$ cat src/rtl/cfg_mon_irq_pkg.sv
package cfg_mon_irq_pkg;

  // Word indices of the register window (byte offset = index * 4)
  localparam int unsigned WORD_EN     = 0;
  localparam int unsigned WORD_MSK    = 1;
  localparam int unsigned WORD_TYP    = 2;
  localparam int unsigned WORD_POL    = 3;
  localparam int unsigned WORD_GATED  = 4;
  localparam int unsigned WORD_RAW    = 5;
  localparam int unsigned WORD_EOI    = 6;
  localparam int unsigned WORD_LINES  = 7;

  // Write strobes from decode to datapath
  typedef struct packed {
    logic enWe;
    logic mskWe;
    logic typWe;
    logic polWe;
    logic eoiWe;
  } strobe_t;

  // Read source selection
  typedef enum logic [2:0] {
    RD_NONE, RD_EN, RD_MSK, RD_TYP, RD_POL, RD_GATED, RD_RAW, RD_LINES
  } rdsel_e;

endpackage

$ cat src/rtl/cfg_mon_irq_ctrl.sv
module cfg_mon_irq_ctrl
  import cfg_mon_irq_pkg::*;
#(
  parameter int ADDR_W = 8
) (
  input  logic              clk,
  input  logic              rstN,
  input  logic              regWe,
  input  logic [ADDR_W-1:0] regAddr,
  output strobe_t           stb,
  output rdsel_e            rdSel
);

  localparam int WORD_W = ADDR_W - 2;

  logic [WORD_W-1:0] wordIdx;
  logic              aligned;

  assign wordIdx = regAddr[ADDR_W-1:2];
  assign aligned = (regAddr[1:0] == 2'b00);

  always_comb begin
    stb   = '0;
    rdSel = RD_NONE;
    if (aligned) begin
      case (wordIdx)
        WORD_W'(WORD_EN):    begin rdSel = RD_EN;    stb.enWe  = regWe; end
        WORD_W'(WORD_MSK):   begin rdSel = RD_MSK;   stb.mskWe = regWe; end
        WORD_W'(WORD_TYP):   begin rdSel = RD_TYP;   stb.typWe = regWe; end
        WORD_W'(WORD_POL):   begin rdSel = RD_POL;   stb.polWe = regWe; end
        WORD_W'(WORD_GATED): rdSel = RD_GATED;
        WORD_W'(WORD_RAW):   rdSel = RD_RAW;
        WORD_W'(WORD_EOI):   stb.eoiWe = regWe;
        WORD_W'(WORD_LINES): rdSel = RD_LINES;
        default:             rdSel = RD_NONE;
      endcase
    end
  end

  AST_SINGLE_STROBE: assert property (@(posedge clk) disable iff (!rstN)
    $onehot0(stb));
  AST_NO_WRITE_NO_STROBE: assert property (@(posedge clk) disable iff (!rstN)
    !regWe |-> (stb == '0));

endmodule

$ cat src/rtl/cfg_mon_irq_dp.sv
module cfg_mon_irq_dp
  import cfg_mon_irq_pkg::*;
#(
  parameter int NUM_LINES   = 12,
  parameter int DATA_W      = 32,
  parameter int SYNC_STAGES = 2
) (
  input  logic                 clk,
  input  logic                 rstN,
  input  logic [NUM_LINES-1:0] lineIn,
  input  strobe_t              stb,
  input  rdsel_e               rdSel,
  input  logic [NUM_LINES-1:0] wBits,
  output logic [DATA_W-1:0]    rdata,
  output logic                 irqOut
);

  localparam int PAD_W = DATA_W - NUM_LINES;

  logic [NUM_LINES-1:0] enReg, mskReg, typReg, polReg;
  logic [NUM_LINES-1:0] syncQ [SYNC_STAGES];
  logic [NUM_LINES-1:0] lineSync, prevQ;
  logic [NUM_LINES-1:0] actLvl, edgeEv, clrBit, pend, gated;

  // Configuration registers
  always_ff @(posedge clk or negedge rstN) begin
    if (!rstN) begin
      enReg  <= '0;
      mskReg <= '0;
      typReg <= '0;
      polReg <= '0;
    end else begin
      if (stb.enWe)  enReg  <= wBits;
      if (stb.mskWe) mskReg <= wBits;
      if (stb.typWe) typReg <= wBits;
      if (stb.polWe) polReg <= wBits;
    end
  end

  // Synchronizer chain and edge history
  always_ff @(posedge clk or negedge rstN) begin
    if (!rstN) begin
      for (int k = 0; k < SYNC_STAGES; k++) syncQ[k] <= '0;
      prevQ <= '0;
    end else begin
      syncQ[0] <= lineIn;
      for (int k = 1; k < SYNC_STAGES; k++) syncQ[k] <= syncQ[k-1];
      prevQ <= lineSync;
    end
  end

  assign lineSync = syncQ[SYNC_STAGES-1];

  // Per-line detection and pending latch
  for (genvar g = 0; g < NUM_LINES; g++) begin : g_line
    assign actLvl[g] = polReg[g] ? lineSync[g] : ~lineSync[g];
    assign edgeEv[g] = polReg[g] ? (lineSync[g] & ~prevQ[g])
                                 : (~lineSync[g] & prevQ[g]);
    assign clrBit[g] = stb.eoiWe & wBits[g];

    always_ff @(posedge clk or negedge rstN) begin
      if (!rstN)          pend[g] <= 1'b0;
      else if (typReg[g]) pend[g] <= edgeEv[g] | (pend[g] & ~clrBit[g]);
      else                pend[g] <= actLvl[g] & ~clrBit[g];
    end
  end

  assign gated = pend & enReg & ~mskReg;

  always_ff @(posedge clk or negedge rstN) begin
    if (!rstN) irqOut <= 1'b0;
    else       irqOut <= |gated;
  end

  // Read mux
  logic [NUM_LINES-1:0] rdBits;
  always_comb begin
    case (rdSel)
      RD_EN:    rdBits = enReg;
      RD_MSK:   rdBits = mskReg;
      RD_TYP:   rdBits = typReg;
      RD_POL:   rdBits = polReg;
      RD_GATED: rdBits = gated;
      RD_RAW:   rdBits = pend;
      RD_LINES: rdBits = lineSync;
      default:  rdBits = '0;
    endcase
  end
  assign rdata = {{PAD_W{1'b0}}, rdBits};

  AST_EOI_CLEARS: assert property (@(posedge clk) disable iff (!rstN)
    stb.eoiWe |=> ((pend & $past(wBits) & ~$past(typReg & edgeEv)) == '0));
  AST_EDGE_HOLD: assert property (@(posedge clk) disable iff (!rstN)
    !stb.typWe |=> ((pend & $past(pend & typReg & ~clrBit))
                    == $past(pend & typReg & ~clrBit)));
  AST_IRQ_RISE: assert property (@(posedge clk) disable iff (!rstN)
    (gated != '0) |=> irqOut);
  AST_IRQ_FALL: assert property (@(posedge clk) disable iff (!rstN)
    (gated == '0) |=> !irqOut);
  AST_GATED_SUBSET: assert property (@(posedge clk) disable iff (!rstN)
    irqOut |-> ($past(pend & enReg & ~mskReg) != '0));

endmodule

$ cat src/rtl/cfg_mon_irq.sv
module cfg_mon_irq
  import cfg_mon_irq_pkg::*;
#(
  parameter int NUM_LINES   = 12,
  parameter int DATA_W      = 32,
  parameter int ADDR_W      = 8,
  parameter int SYNC_STAGES = 2
) (
  input  logic                 clk,
  input  logic                 rstN,
  input  logic [NUM_LINES-1:0] lineIn,
  input  logic                 regWe,
  input  logic [ADDR_W-1:0]    regAddr,
  input  logic [DATA_W-1:0]    regWdata,
  output logic [DATA_W-1:0]    regRdata,
  output logic                 irqOut
);

  strobe_t stb;
  rdsel_e  rdSel;
  wire     unusedWdataHi = ^regWdata[DATA_W-1:NUM_LINES];

  cfg_mon_irq_ctrl #(
    .ADDR_W (ADDR_W)
  ) u_ctrl (
    .clk     (clk),
    .rstN    (rstN),
    .regWe   (regWe),
    .regAddr (regAddr),
    .stb     (stb),
    .rdSel   (rdSel)
  );

  cfg_mon_irq_dp #(
    .NUM_LINES   (NUM_LINES),
    .DATA_W      (DATA_W),
    .SYNC_STAGES (SYNC_STAGES)
  ) u_dp (
    .clk    (clk),
    .rstN   (rstN),
    .lineIn (lineIn),
    .stb    (stb),
    .rdSel  (rdSel),
    .wBits  (regWdata[NUM_LINES-1:0]),
    .rdata  (regRdata),
    .irqOut (irqOut)
  );

endmodule

$ cat config.mk
export PLATFORM = sky130hd
export DESIGN_NAME = cfg_mon_irq
export DESIGN_NICKNAME = d
export VERILOG_FILES = /design/src/rtl/cfg_mon_irq_pkg.sv /design/src/rtl/cfg_mon_irq_ctrl.sv /design/src/rtl/cfg_mon_irq_dp.sv /design/src/rtl/cfg_mon_irq.sv
export SDC_FILE = /design/constraint.sdc
export NUM_CORES = 1
export LEC_CHECK = 0
export BUFFER_PORTS_ARGS = -buffer_cell sky130_fd_sc_hd__buf_4
export CORE_MARGIN = 4
export CORE_UTILIZATION = 47
export DETAILED_ROUTE_END_ITERATION = 16
export HOLD_SLACK_MARGIN = 0.05
export MAX_ROUTING_LAYER = met4
export PLACE_DENSITY = 0.69
export SYNTH_ARGS = -nofsm -noshare
export SYNTH_HDL_FRONTEND = slang
export SYNTH_SLANG_ARGS = --single-unit
$ cat constraint.sdc
create_clock -name clk -period 2.5 [get_ports clk]
set_input_delay 0.5 -clock clk [delete_from_list [all_inputs] [get_ports clk]]
set_output_delay 0.5 -clock clk [all_outputs]
set_load 0.05 [all_outputs]
Yosys cells after proc, flatten, opt, wreduce, memory -nomap -nowiden
Cells that the tools add are included.
{"block": "word_totals", "reg_bits": 97, "elab_cells": 193}
{"block": "op_classes", "eq_ne": 14, "mux": 45, "bitwise": 111, "n_reduce_logical": 3}
{"op": "$pmux 12 s7", "count": 1}
{"op": "$and 1x1->1", "count": 60}
{"op": "$mux 1", "count": 41}
{"op": "$not 1->1", "count": 36}
{"op": "$and 12x12->12", "count": 2}
{"op": "$eq 6x3->1 const B", "count": 4}
{"op": "$pmux 3 s7", "count": 1}
{"op": "$eq 3x3->1 const B", "count": 4}
{"op": "$eq 6x2->1 const B", "count": 2}
{"op": "$not 12->12", "count": 1}
{"op": "$or 1x1->1", "count": 12}
{"op": "$reduce_or 12->1", "count": 1}
{"op": "$eq 3x2->1 const B", "count": 2}
{"op": "$eq 6x1->1 const B", "count": 1}
{"op": "$logic_not 6->1", "count": 1}
{"op": "$mux 5", "count": 1}
{"op": "$eq 3x1->1 const B", "count": 1}
{"op": "$mux 3", "count": 1}
{"op": "$logic_not 2->1", "count": 1}

Depth between registers and ports, before layout
Gate-level depths: netlist of run 1.
{"block": "depth", "depth_word": 8, "ltp_mapped": 7}

Cells and area by module
From an unflattened synthesis of run 1, not the netlist that was laid out.
{"block": "hier_totals", "hier_cells": 414, "area_unflattened_um2": 4790.8}
{"mod": "cfg_mon_irq_dp", "n_inst": 1, "cells_per_inst": 394, "area_per_inst_um2": 4655.7, "seq_area_each_um2": 2427.3}
{"mod": "cfg_mon_irq_ctrl", "n_inst": 1, "cells_per_inst": 20, "area_per_inst_um2": 135.1, "seq_area_each_um2": 0.0}

Worst setup path before layout of run 1
No wires, ideal clock.
{"block": "synth_path", "path_kind": "input to output", "from": "input port regAddr[3]", "to": "output port regRdata[1]", "arrival_time_ns": 2.216, "t_required_ns": 2.000, "setup_slack_ns": -0.216, "path_stages": 6, "n_path_buf": 3, "cell_sequence": "buf_2 -> nor4bb_1 -> buf_2 -> buf_2 -> a32oi_1 -> a31oi_1"}
{"block": "synth_between", "elab_chain_len": 5, "word_cells_on_any_way": 17, "classes_between": "13 x eq/ne; 3 x mux; 1 x reduce/logical"}
{"item": "start, declared", "line": "cfg_mon_irq.sv:13", "text": "input logic [ADDR_W-1:0] regAddr,"}
{"item": "$eq 6x3->1, or another cell as far along", "line": "cfg_mon_irq_ctrl.sv:26", "text": "case (wordIdx)"}
{"item": "$pmux 3 s7 (*)", "line": "cfg_mon_irq_ctrl.sv:26"}
{"item": "$mux 3 (*)", "line": "cfg_mon_irq_ctrl.sv:25", "text": "if (aligned) begin"}
{"item": "$eq 3x3->1, or another cell as far along", "line": "cfg_mon_irq_dp.sv:78", "text": "case (rdSel)"}
{"item": "$pmux 12 s7 (*)", "line": "cfg_mon_irq_dp.sv:78"}
{"item": "end, declared", "line": "cfg_mon_irq.sv:15", "text": "output logic [DATA_W-1:0] regRdata,"}
Mark *: on every way between the ends. The rest lies on a longest branch, timed or not.

Worst setup path after layout of run 1
{"block": "layout_path", "from": "input port regAddr[2]", "to": "output port regRdata[1]"}
The elaborated chain is that of the path after synthesis.

==> results of run 1 <==
## worst reg2reg max path: stages, from the launching register on
cell,delay (ps)
dfrtp_1,400
nor2b_1,140
and2_0,170
a2111oi_0,570
o2111ai_1,260
## cells by family (layout without fill, tap and decap cells)
family          count (synthesis)  count (layout)
compound gates                102             102
simple gates                   94              94
buf+inv                        54             101
flops                          97              97
other cells                     1              20
mux                            61              61
## state kept, by name, indices dropped and copies added (netlist names)
name,flops
u_dp.enReg,12
u_dp.polReg,12
u_dp.lineSync,12
u_dp.pend,12
u_dp.irqOut,1
u_dp.prevQ,12
u_dp.typReg,12
u_dp.syncQ,12
u_dp.mskReg,12
## layer usage
| layer | vias up | share of wire | track usage |
|---|---|---|---|
| li1 | 1580 | - | - |
| met1 | 1672 | 0.46 | 0.255 |
| met2 | 90 | 0.47 | 0.287 |
| met3 | 11 | 0.055 | 0.0523 |
| met4 | 0 | 0.010 | 0.0525 |
| met5 | - | 0 | - |
## power by group through the flow
stage / Clock [mW] / Combinational, mW / Sequential (mW)
floorplan: 0 / 0.286 / 1.74
global placement: 0 / 0.419 / 1.74
detailed placement: 0 / 0.428 / 1.74
CTS: 1.06 / 0.429 / 1.71
global route: 1.12 / 0.461 / 1.73
finish: 1.03 / 0.425 / 1.71
## placed cells by master, fill, tap and decap left out, drive strengths merged, types with 7 or more instances in the layout
cell / count
nor2b: 8
o21bai: 12
a32oi: 16
nor2: 21
dfrtp: 97
o211ai: 7
nand2b: 16
a21boi: 12
a32o: 8
mux2: 60
a21oi: 9
conb: 20
buf: 69
clkbuf: 12
a22oi: 19
inv: 16
nand2: 28
## layout make-up
| type | instances | area share |
|---|---|---|
| clock buffer | 12 | 0.0258 |
| tap | 133 | 0.0296 |
| sequential | 97 | 0.432 |
| multi-input combinational | 277 | 0.396 |
| timing repair buffer | 69 | 0.0967 |
| clock inverter | 4 | 0.00936 |
| inverter | 16 | 0.0107 |
## stage by stage
step / hold WS, ps / cells / utilization / instance area [µm²] / power [mW]
2_1_floorplan: 204 / 428 / - / 4980 / 2.02
3_5_place_dp: 335 / 592 / 0.547 / 5420 / 2.17
3_3_place_gp: 332 / 592 / 0.547 / 5420 / 2.16
5_1_grt: 196 / 608 / 0.567 / 5620 / 3.31
4_1_cts: 189 / 608 / 0.567 / 5620 / 3.20
6_report: 125 / 608 / 0.567 / 5620 / 3.17
## worst min-delay path by stage
stage,from,endpoint,depth (start not counted)
2_1_floorplan,rstN,u_dp.enReg[0],0
3_3_place_gp,u_dp.syncQ[12],u_dp.lineSync[0],0
3_5_place_dp,u_dp.syncQ[16],u_dp.lineSync[4],0
4_1_cts,rstN,u_dp.syncQ[17],2
5_1_grt,lineIn[8],u_dp.syncQ[20],1
6_report,rstN,u_dp.typReg[5],2
==> run metrics, run 1 <==
count of maximum capacitance violations=0; number of gates given a new drive strength after cts=0; count of buffer and inverter cells on the critical path=5; power per standard cell area=approximately 560 nW/µm²; mean instance size in the synthesized netlist=between 10 and 15 µm²; routed wirelength normalized by instance count=approximately 17 µm; net switching power of the design=0.857 mW; wire length of the first global-routing pass=between 15,000 and 20,000 µm; RR Startpoint=u_dp.enReg[0]; number of antenna violations at the first check in global routing=0; cell area after synthesis=just under 5000 µm²; DR pass1 iterations=4; Final Worst Setup Slack=102 ps; simple-gate share of the synthesized area=0.108; number of synthesized register bits=97; prevailing post-synth register cell=dfrtp_1; number of synthesized flops with an enable pin=0; Setup crit end=regRdata[1]; Hold Fails Final Rpt=0; CTS Root Buffer Type=clkbuf_8; number of instances in the synthesized netlist=between 400 and 500; internal cell power=between 2 and 2.5 mW; clock tree skew after final layout=between 8 and 9 ps; worst endpoint data arrival time=1900 ps; delay of the slowest critical-path stage=roughly 340 ps; largest family of logic cells by synthesized area=multiplexers; XOR/XNOR Fraction of Synth Area=0; clock-pin transition on the worst setup and hold timing paths=roughly 90 ps; achievable clock frequency=417 MHz; switching power as a share of total power=0.270; area share of the largest cell type after synthesis=0.499; sequential element share of the synthesized area=0.499; Routed WL=roughly 11,000 µm; Multi-input gate area=about 2200 µm²; Worst IR Drop VDD=around 0.39 mV; cts-stage hold buffer count=0; slew margin rel.=0.574; final-report max-slew violation count=0; number of setup violations in the final report=0; pre-CTS setup slack=~86 ps; CTS tree=built; number of buffers inserted to repair setup after CTS=0; Vias/cell=~5.5; most frequent cell on the critical path=buf_4; top cells by area in the synthesized netlist=dfrtp_1 50%, mux2_4 9.3%, mux2_2 6.9%, buf_4 3.5%, a22oi_1 2.9%; # IOs=around 90; clock latency at the later pin of the worst-skew pair=around 370 ps; share of post-route cells with drive strength above 1=0.343; share of cell area taken by muxes after synthesis=0.164; Core Box Area=roughly 9900 µm²; number of global-route vias before repair=approximately 3,200; dominant cell type by area after synthesis=dfrtp_1; initial cell density of the core=0.491; Stages on worst setup path=8; Critical path origin=regAddr[2]; list of most frequent post-synthesis cells=97 x dfrtp_1, 30 x mux2_2, 30 x mux2_4, 28 x nand2_1, 23 x buf_4; largest buffer count on any clock path=2; count of inserted antenna diode cells=0; number of nets with antenna violations after detailed routing=0; total number of vias=approximately 3,400; leakage power of the design=2.52 nW; cells traversed along the worst timing path=buf_4, buf_4, inv_1, nor4_1, buf_4, a32oi_1, a31oi_2, buf_4; most numerous cell in the Yosys netlist=dfrtp_1; Seq pwr share=0.541; total of buffers placed on input and output ports=between 40 and 50; Slowest cell on crit path=nor4_1; summed negative setup slack over all endpoints=0 ps; largest net degree at the start of global routing=98; share of the cycle needed by the critical path after routing=0.959; fraction of the mapped netlist area in compound gates=0.160; total CTS buffers=9; number of clock sinks=97; Data required, critical path=roughly 2000 ps; endpoint type of the worst setup path=output port; DIE HEIGHT=approximately 110 µm; GPL Wtd Cong=between 0.8 and 0.9; slew at the pin with the worst max-slew slack=624 ps; combinational cell fraction of total power=0.134; nets@finish=between 500 and 600; Synth Area in Adders=0; final-layout fill cell count=between 800 and 900; reg2reg path depth=4; warnings from Yosys=0; async set-reset flop share out of synthesis=1.00; Tot GR Track Use=0.191; Die ar.=12,100 µm²; worst-case register-to-register setup slack=between 800 and 900 ps; result of the run=completed; clock network power share=0.325; Max Fanout on Critical Path=6; CP startpoint kind=primary input; half-perimeter wire length after detailed placement=roughly 7400 µm; number of H-tree levels=3; row count=36; overall overflow remaining after global route=0; Critical Setup Path Class=in -> out; signed area change from the synthesized netlist to the final layout=15.4%; Hold Crit Class=in -> async; width of the chip=roughly 110 µm; Residual DRC=0; cell family with most CP delay=buffers and inverters; register area=roughly 2400 µm²; RSZ-0062 raised after global routing=no; Final Critical Period=2400 ps; unique cell type count in the Yosys netlist=48; count of routing violations after the opening detailed-route iteration=about 160; destination of the worst register-to-register timing path=u_dp.irqOut
Power figures use the tool's default switching activity.
==> run 2, diff against run 1 <==
--- a/config.mk
+++ b/config.mk
@@ -6,6 +6,7 @@
 export NUM_CORES = 1
 export LEC_CHECK = 0
 export BUFFER_PORTS_ARGS = -buffer_cell sky130_fd_sc_hd__buf_4
+export CAP_MARGIN = 15
 export CORE_MARGIN = 4
 export CORE_UTILIZATION = 47
 export DETAILED_ROUTE_END_ITERATION = 16
==> constraint.sdc (replaced) <==
create_clock -name clk -period 2.5 [get_ports clk]
set_input_delay 0.5 -clock clk [delete_from_list [all_inputs] [get_ports clk]]
set_output_delay 0.5 -clock clk [all_outputs]
set_load 0.005 [all_outputs]
==> run 2 against run 1 <==
Clock skew down 2.7 ps. Flip-flop and latch count unchanged. Sequential power is essentially flat. Combinational power fell by 20%. Critical path type unchanged. Largest cell class unchanged.
==> run metrics, run 2 (synthesis gave the netlist of run 1 again) <==
result of the run=completed; GPL Wtd Cong=about 0.83; Worst IR Drop VDD=approximately 0.33 mV; number of antenna violations at the first check in global routing=0; clock latency at the later pin of the worst-skew pair=370 ps; Final Critical Period=approximately 2300 ps; number of global-route vias before repair=between 3,000 and 4,000; number of buffers inserted to repair setup after CTS=0; CP startpoint kind=primary input; count of routing violations after the opening detailed-route iteration=between 150 and 200; worst endpoint data arrival time=roughly 1800 ps; clock tree skew after final layout=roughly 6.2 ps; power per standard cell area=approximately 570 nW/µm²; share of post-route cells with drive strength above 1=0.316; count of maximum capacitance violations=0; achievable clock frequency=around 430 MHz; final-layout fill cell count=a little over 800; number of gates given a new drive strength after cts=0; Critical path origin=regAddr[2]; Critical Setup Path Class=in -> out; wire length of the first global-routing pass=17,300 µm; total number of vias=approximately 3,300; total of buffers placed on input and output ports=between 40 and 50; destination of the worst register-to-register timing path=u_dp.irqOut; # IOs=88; Hold Fails Final Rpt=0; Vias/cell=~5.5; leakage power of the design=roughly 2.5 nW; Die ar.=~12,000 µm²; fin cells=around 600; CTS Root Buffer Type=clkbuf_8; final-report max-slew violation count=0; DIE HEIGHT=110 µm; cts-stage hold buffer count=0; summed negative setup slack over all endpoints=0 ps; signed area change from the synthesized netlist to the final layout=14.4%; total CTS buffers=9; Hold Slack=just over 100 ps; initial cell density of the core=0.491; half-perimeter wire length after detailed placement=7540 µm; number of H-tree levels=3; RR Startpoint=u_dp.enReg[0]; leading cell types in the layout, fill and taps excluded=97 x dfrtp_1, 64 x buf_4, 30 x mux2_2, 30 x mux2_4, 28 x nand2_1; number of clock sinks=between 90 and 100; row count=36; DR pass1 iterations=4; RSZ-0062 raised after global routing=no; width of the chip=between 100 and 150 µm; worst-case register-to-register setup slack=between 700 and 800 ps; clock-pin transition on the worst setup and hold timing paths=around 80 ps; CTS tree=built; Hold Crit Class=in -> async; share of the cycle needed by the critical path after routing=0.931; nets@finish=522; most common cell after layout, fill and taps aside=dfrtp_1; overall overflow remaining after global route=0; Routed WL=10,900 µm; Core Box Area=9910 µm²; total chip power=around 3.2 mW; reg2reg path depth=4; Max Fanout on Critical Path=12; endpoint type of the worst setup path=output port; count of inserted antenna diode cells=0; routed wirelength normalized by instance count=around 18 µm; largest buffer count on any clock path=2; number of setup violations in the final report=0; number of nets with antenna violations after detailed routing=0; slew margin rel.=0.463; Final Util=0.562; Residual DRC=0; Tot GR Track Use=0.199; Data required, critical path=approximately 2000 ps; number of placed instances, taps included=589; slew at the pin with the worst max-slew slack=roughly 800 ps; largest net degree at the start of global routing=58
## run 2: cell types whose count changed in the layout (fill, tap and decap cells not counted), sizes merged
cell / previous run / this run
bufinv: 1 / 2
clkinvlp: 3 / 0
buf: 69 / 66
clkinv: 0 / 1
## run 2: per-stage QoR
stage               instance area (µm²)  setup slack, ps
finish                             5570              173
global route                       5570             72.3
CTS                                5570              143
detailed placement                 5360              151
global placement                   5360              175
floorplan                          4940              378
## run 2: cell type report
class / count / area [µm²] / share of cell area
Clock buffer: 12 / 145 / 0.0261
Clock inverter: 3 / 65.1 / 0.0117
Inverter: 16 / 60.1 / 0.0108
Multi-Input combinational cell: 277 / 2190 / 0.392
Sequential cell: 97 / 2430 / 0.436
Tap cell: 133 / 166 / 0.0299
Timing Repair Buffer: 66 / 520 / 0.0934
## run 2: report_power, final
group / switching [mW] / internal, mW / total [mW] / leakage, nW
logic: 0.171 / 0.169 / 0.340 / 1.19
registers: 0.0661 / 1.65 / 1.71 / 1.23
clock network: 0.519 / 0.585 / 1.10 / 0.106
total: 0.756 / 2.40 / 3.16 / 2.53
## run 2: per-layer routing
layer  wire [µm]  global-route usage  part of all wire  vias up
met5           0                   -                 0        -
met4         157              0.0917             0.014        0
met3         582              0.0341             0.053       13
met2        5220               0.306              0.48       88
met1        4980               0.259              0.46     1636
li1            -                   -                 -     1566
## run 2: worst max-delay path: stages
cell     delay (ps)
buf_4           170
nor4b_4         370
buf_4           240
a22oi_1         110
a32o_1          230
nor2_1           90
buf_4           110
## run 2: worst max-delay path by stage
stage	end	slack (ps)
after global placement	regRdata[8]	180
after detailed placement	regRdata[7]	150
after CTS	regRdata[7]	140
after floorplan	regRdata[0]	380
final	regRdata[7]	170
after global routing	regRdata[2]	70
==> run 3, diff against run 2 <==
--- a/config.mk
+++ b/config.mk
@@ -15,4 +15,5 @@
 export PLACE_DENSITY = 0.69
 export SYNTH_ARGS = -nofsm -noshare
 export SYNTH_HDL_FRONTEND = slang
+export SYNTH_HIERARCHICAL = 1
 export SYNTH_SLANG_ARGS = --single-unit
==> run 3 against run 2 <==
The flow now finishes with violations (setup timing). Sequential power rose by 2%. Cell count rose by 5.5%. Flip-flop and latch count did not move. Sequential share of layout area fell by 2.5 points. Non-clock buffer count rose by 30. Worst hold slack improved by 22 ps. Clock power barely moved. First-iteration DRC count fell by 0.59%. Largest cell class unchanged.
==> run metrics, run 3 <==
result of the run=complete, but fails checks; violated checks=setup timing; number of global-route vias before repair=between 3,000 and 4,000; largest buffer count on any clock path=2; RR Startpoint=u_dp/mskReg[11]; fin cells=637; count of inserted antenna diode cells=0; slew at the pin with the worst max-slew slack=584 ps; pre-CTS setup slack=-282 ps; number of synthesized register bits=97; initial cell density of the core=0.486; clock tree skew after final layout=around 9 ps; cell family with most CP delay=simple AND/OR/NAND/NOR gates; slew margin rel.=0.611; achievable clock frequency=387 MHz; net switching power of the design=~0.73 mW; number of synthesized flops with an enable pin=0; most common cell after layout, fill and taps aside=dfrtp_1; warnings from Yosys=6; row count=36; number of instances in the synthesized netlist=just over 400; nets@finish=roughly 560; list of most frequent post-synthesis cells=97 x dfrtp_1, 59 x mux2_2, 26 x a21oi_1, 26 x nand2_1, 22 x o211ai_1; half-perimeter wire length after detailed placement=roughly 7400 µm; switching power as a share of total power=0.236; reg2reg path depth=3; mean instance size in the synthesized netlist=11.6 µm²; share of post-route cells with drive strength above 1=0.395; Hold Crit Class=in -> async; Critical Setup Path Class=in -> out; largest net degree at the start of global routing=46; final-report max-slew violation count=0; cell area after synthesis=between 4000 and 5000 µm²; count of buffer and inverter cells on the critical path=3; DIE HEIGHT=109 µm; count of maximum capacitance violations=0; number of placed instances, taps included=614; width of the chip=109 µm; Worst IR Drop VDD=roughly 0.52 mV; sequential element share of the synthesized area=0.507; clock network power share=0.345; Die ar.=roughly 12,000 µm²; top cells by area in the synthesized netlist=dfrtp_1 51%, mux2_2 14%, o211ai_1 3.4%, buf_4 3.3%, a21oi_1 2.7%; GPL Wtd Cong=about 0.85; total CTS buffers=9; leading cell types in the layout, fill and taps excluded=97 x dfrtp_1, 75 x buf_4, 51 x mux2_2; Residual DRC=0; number of setup violations in the final report=12; instance area after placement=about 5400 µm²; Final Util=0.599; CTS Root Buffer Type=clkbuf_8; prevailing post-synth register cell=dfrtp_1; RSZ-0062 raised after global routing=yes; combinational cell fraction of total power=0.091; signed area change from the synthesized netlist to the final layout=23.3%; share of the cycle needed by the critical path after routing=1.03; clock latency at the later pin of the worst-skew pair=about 370 ps; number of H-tree levels=3; DR pass1 iterations=4; dominant cell type by area after synthesis=dfrtp_1; internal cell power=between 2 and 2.5 mW; CTS tree=built; power per standard cell area=524 nW/µm²; Seq pwr share=0.564; leakage power of the design=~2.6 nW; destination of the worst register-to-register timing path=u_dp/irqOut; most numerous cell in the Yosys netlist=dfrtp_1; # IOs=a little under 90; Final Critical Period=2580 ps; Vias/cell=5.58; area share of the largest cell type after synthesis=0.507; wire length of the first global-routing pass=between 15,000 and 20,000 µm; clock-pin transition on the worst setup and hold timing paths=around 80 ps; Data required, critical path=approximately 2000 ps; cells traversed along the worst timing path=buf_6, and2b_1, xnor2_2, nor2_4, buf_12, mux2_4, a221oi_2, a31oi_1, buf_4; worst-case register-to-register setup slack=between 1000 and 1500 ps; Routed WL=around 11,000 µm; number of clock sinks=97; Max Fanout on Critical Path=9; total chip power=slightly above 3 mW; Final Worst Setup Slack=-84.9 ps; unique cell type count in the Yosys netlist=between 40 and 50; overall overflow remaining after global route=0; Hold Fails Final Rpt=0; CP startpoint kind=primary input; endpoint type of the worst setup path=output port; Slowest cell on crit path=mux2_4; total of buffers placed on input and output ports=47; routed wirelength normalized by instance count=17.5 µm; Core Box Area=9860 µm²; count of routing violations after the opening detailed-route iteration=between 150 and 200; number of nets with antenna violations after detailed routing=0; Tot GR Track Use=0.201; total number of vias=about 3,600; worst endpoint data arrival time=2080 ps; delay of the slowest critical-path stage=around 300 ps; async set-reset flop share out of synthesis=1.00; Finished Cell Area=5910 µm²; number of antenna violations at the first check in global routing=0
==> run 3: area by class of cell <==
type                    count  area [µm²]
fillers                   815        3960
flip-flops and latches     97        2430
multi-input cells         287        2260
repair buffers             96         820
well taps                 133         166
clock buffers              11         131
clock inverters             3        67.6
inverters                  10        37.5
==> run 3: worst register-to-register path, delay by kind of cell, from the launching register on <==
kind,cells,cell delay (ps)
flip-flops,1,390
AND/OR/NAND/NOR,3,810
==> run 3: worst max path at each step <==
| stage | start | endpoint | slack [ps] | depth (start not counted) |
|---|---|---|---|---|
| 6_report | regAddr[4] | regRdata[6] | -80 | 9 |
| 5_1_grt | regAddr[4] | regRdata[6] | -180 | 9 |
| 4_1_cts | regAddr[4] | regRdata[6] | -90 | 9 |
| 3_5_place_dp | regAddr[5] | regRdata[6] | -280 | 9 |
| 3_3_place_gp | regAddr[5] | regRdata[9] | -240 | 9 |
| 2_1_floorplan | regAddr[5] | regRdata[7] | 170 | 7 |
==> run 3: kinds of logic (layout without fill, tap and decap cells) <==
logic type      count (synthesis)  in the layout  share of synthesized area
compound gates                 93             93                      0.132
xor+xnor                        2              2                    0.00366
buf+inv                        49            120                     0.0674
flops                          97             97                      0.507
mux                            63             63                      0.151
other cells                     1             20                   0.000783
simple gates                  109            109                      0.138
==> run 3: stage by stage <==
stage / hold slack (ps) / TNS (ps)
after CTS: 136 / -549
after global placement: 332 / -2360
after global routing: 154 / -1540
final: 125 / -483
after detailed placement: 335 / -2810
after floorplan: 204 / 0
==> run 3: timing repair <==
item | 4_1_cts | 5_1_grt
setup endpoints to repair | 12 | 12
pin swaps | 16 | 5
hold buffers | 0 | 0
cloned | 1 | 0
resized for setup | 42 | 7
buffers inserted | 7 | 1
==> run 3: routing by layer <==
layer | up-vias | wire length (µm) | track usage
met4 | 0 | 199 | 0.0622
met1 | 1790 | 4990 | 0.261
li1 | 1659 | - | -
met2 | 88 | 5420 | 0.317
met3 | 17 | 525 | 0.0432
met5 | - | 0 | -
==> run 3: power groups by stage <==
stage          Clock (mW)  Combinational (mW)  Sequential (mW)
5_1_grt              1.16               0.315             1.76
3_3_place_gp            0               0.256             1.77
6_report             1.07               0.283             1.75
4_1_cts              1.10               0.283             1.74
2_1_floorplan           0               0.152             1.75
3_5_place_dp            0               0.264             1.77
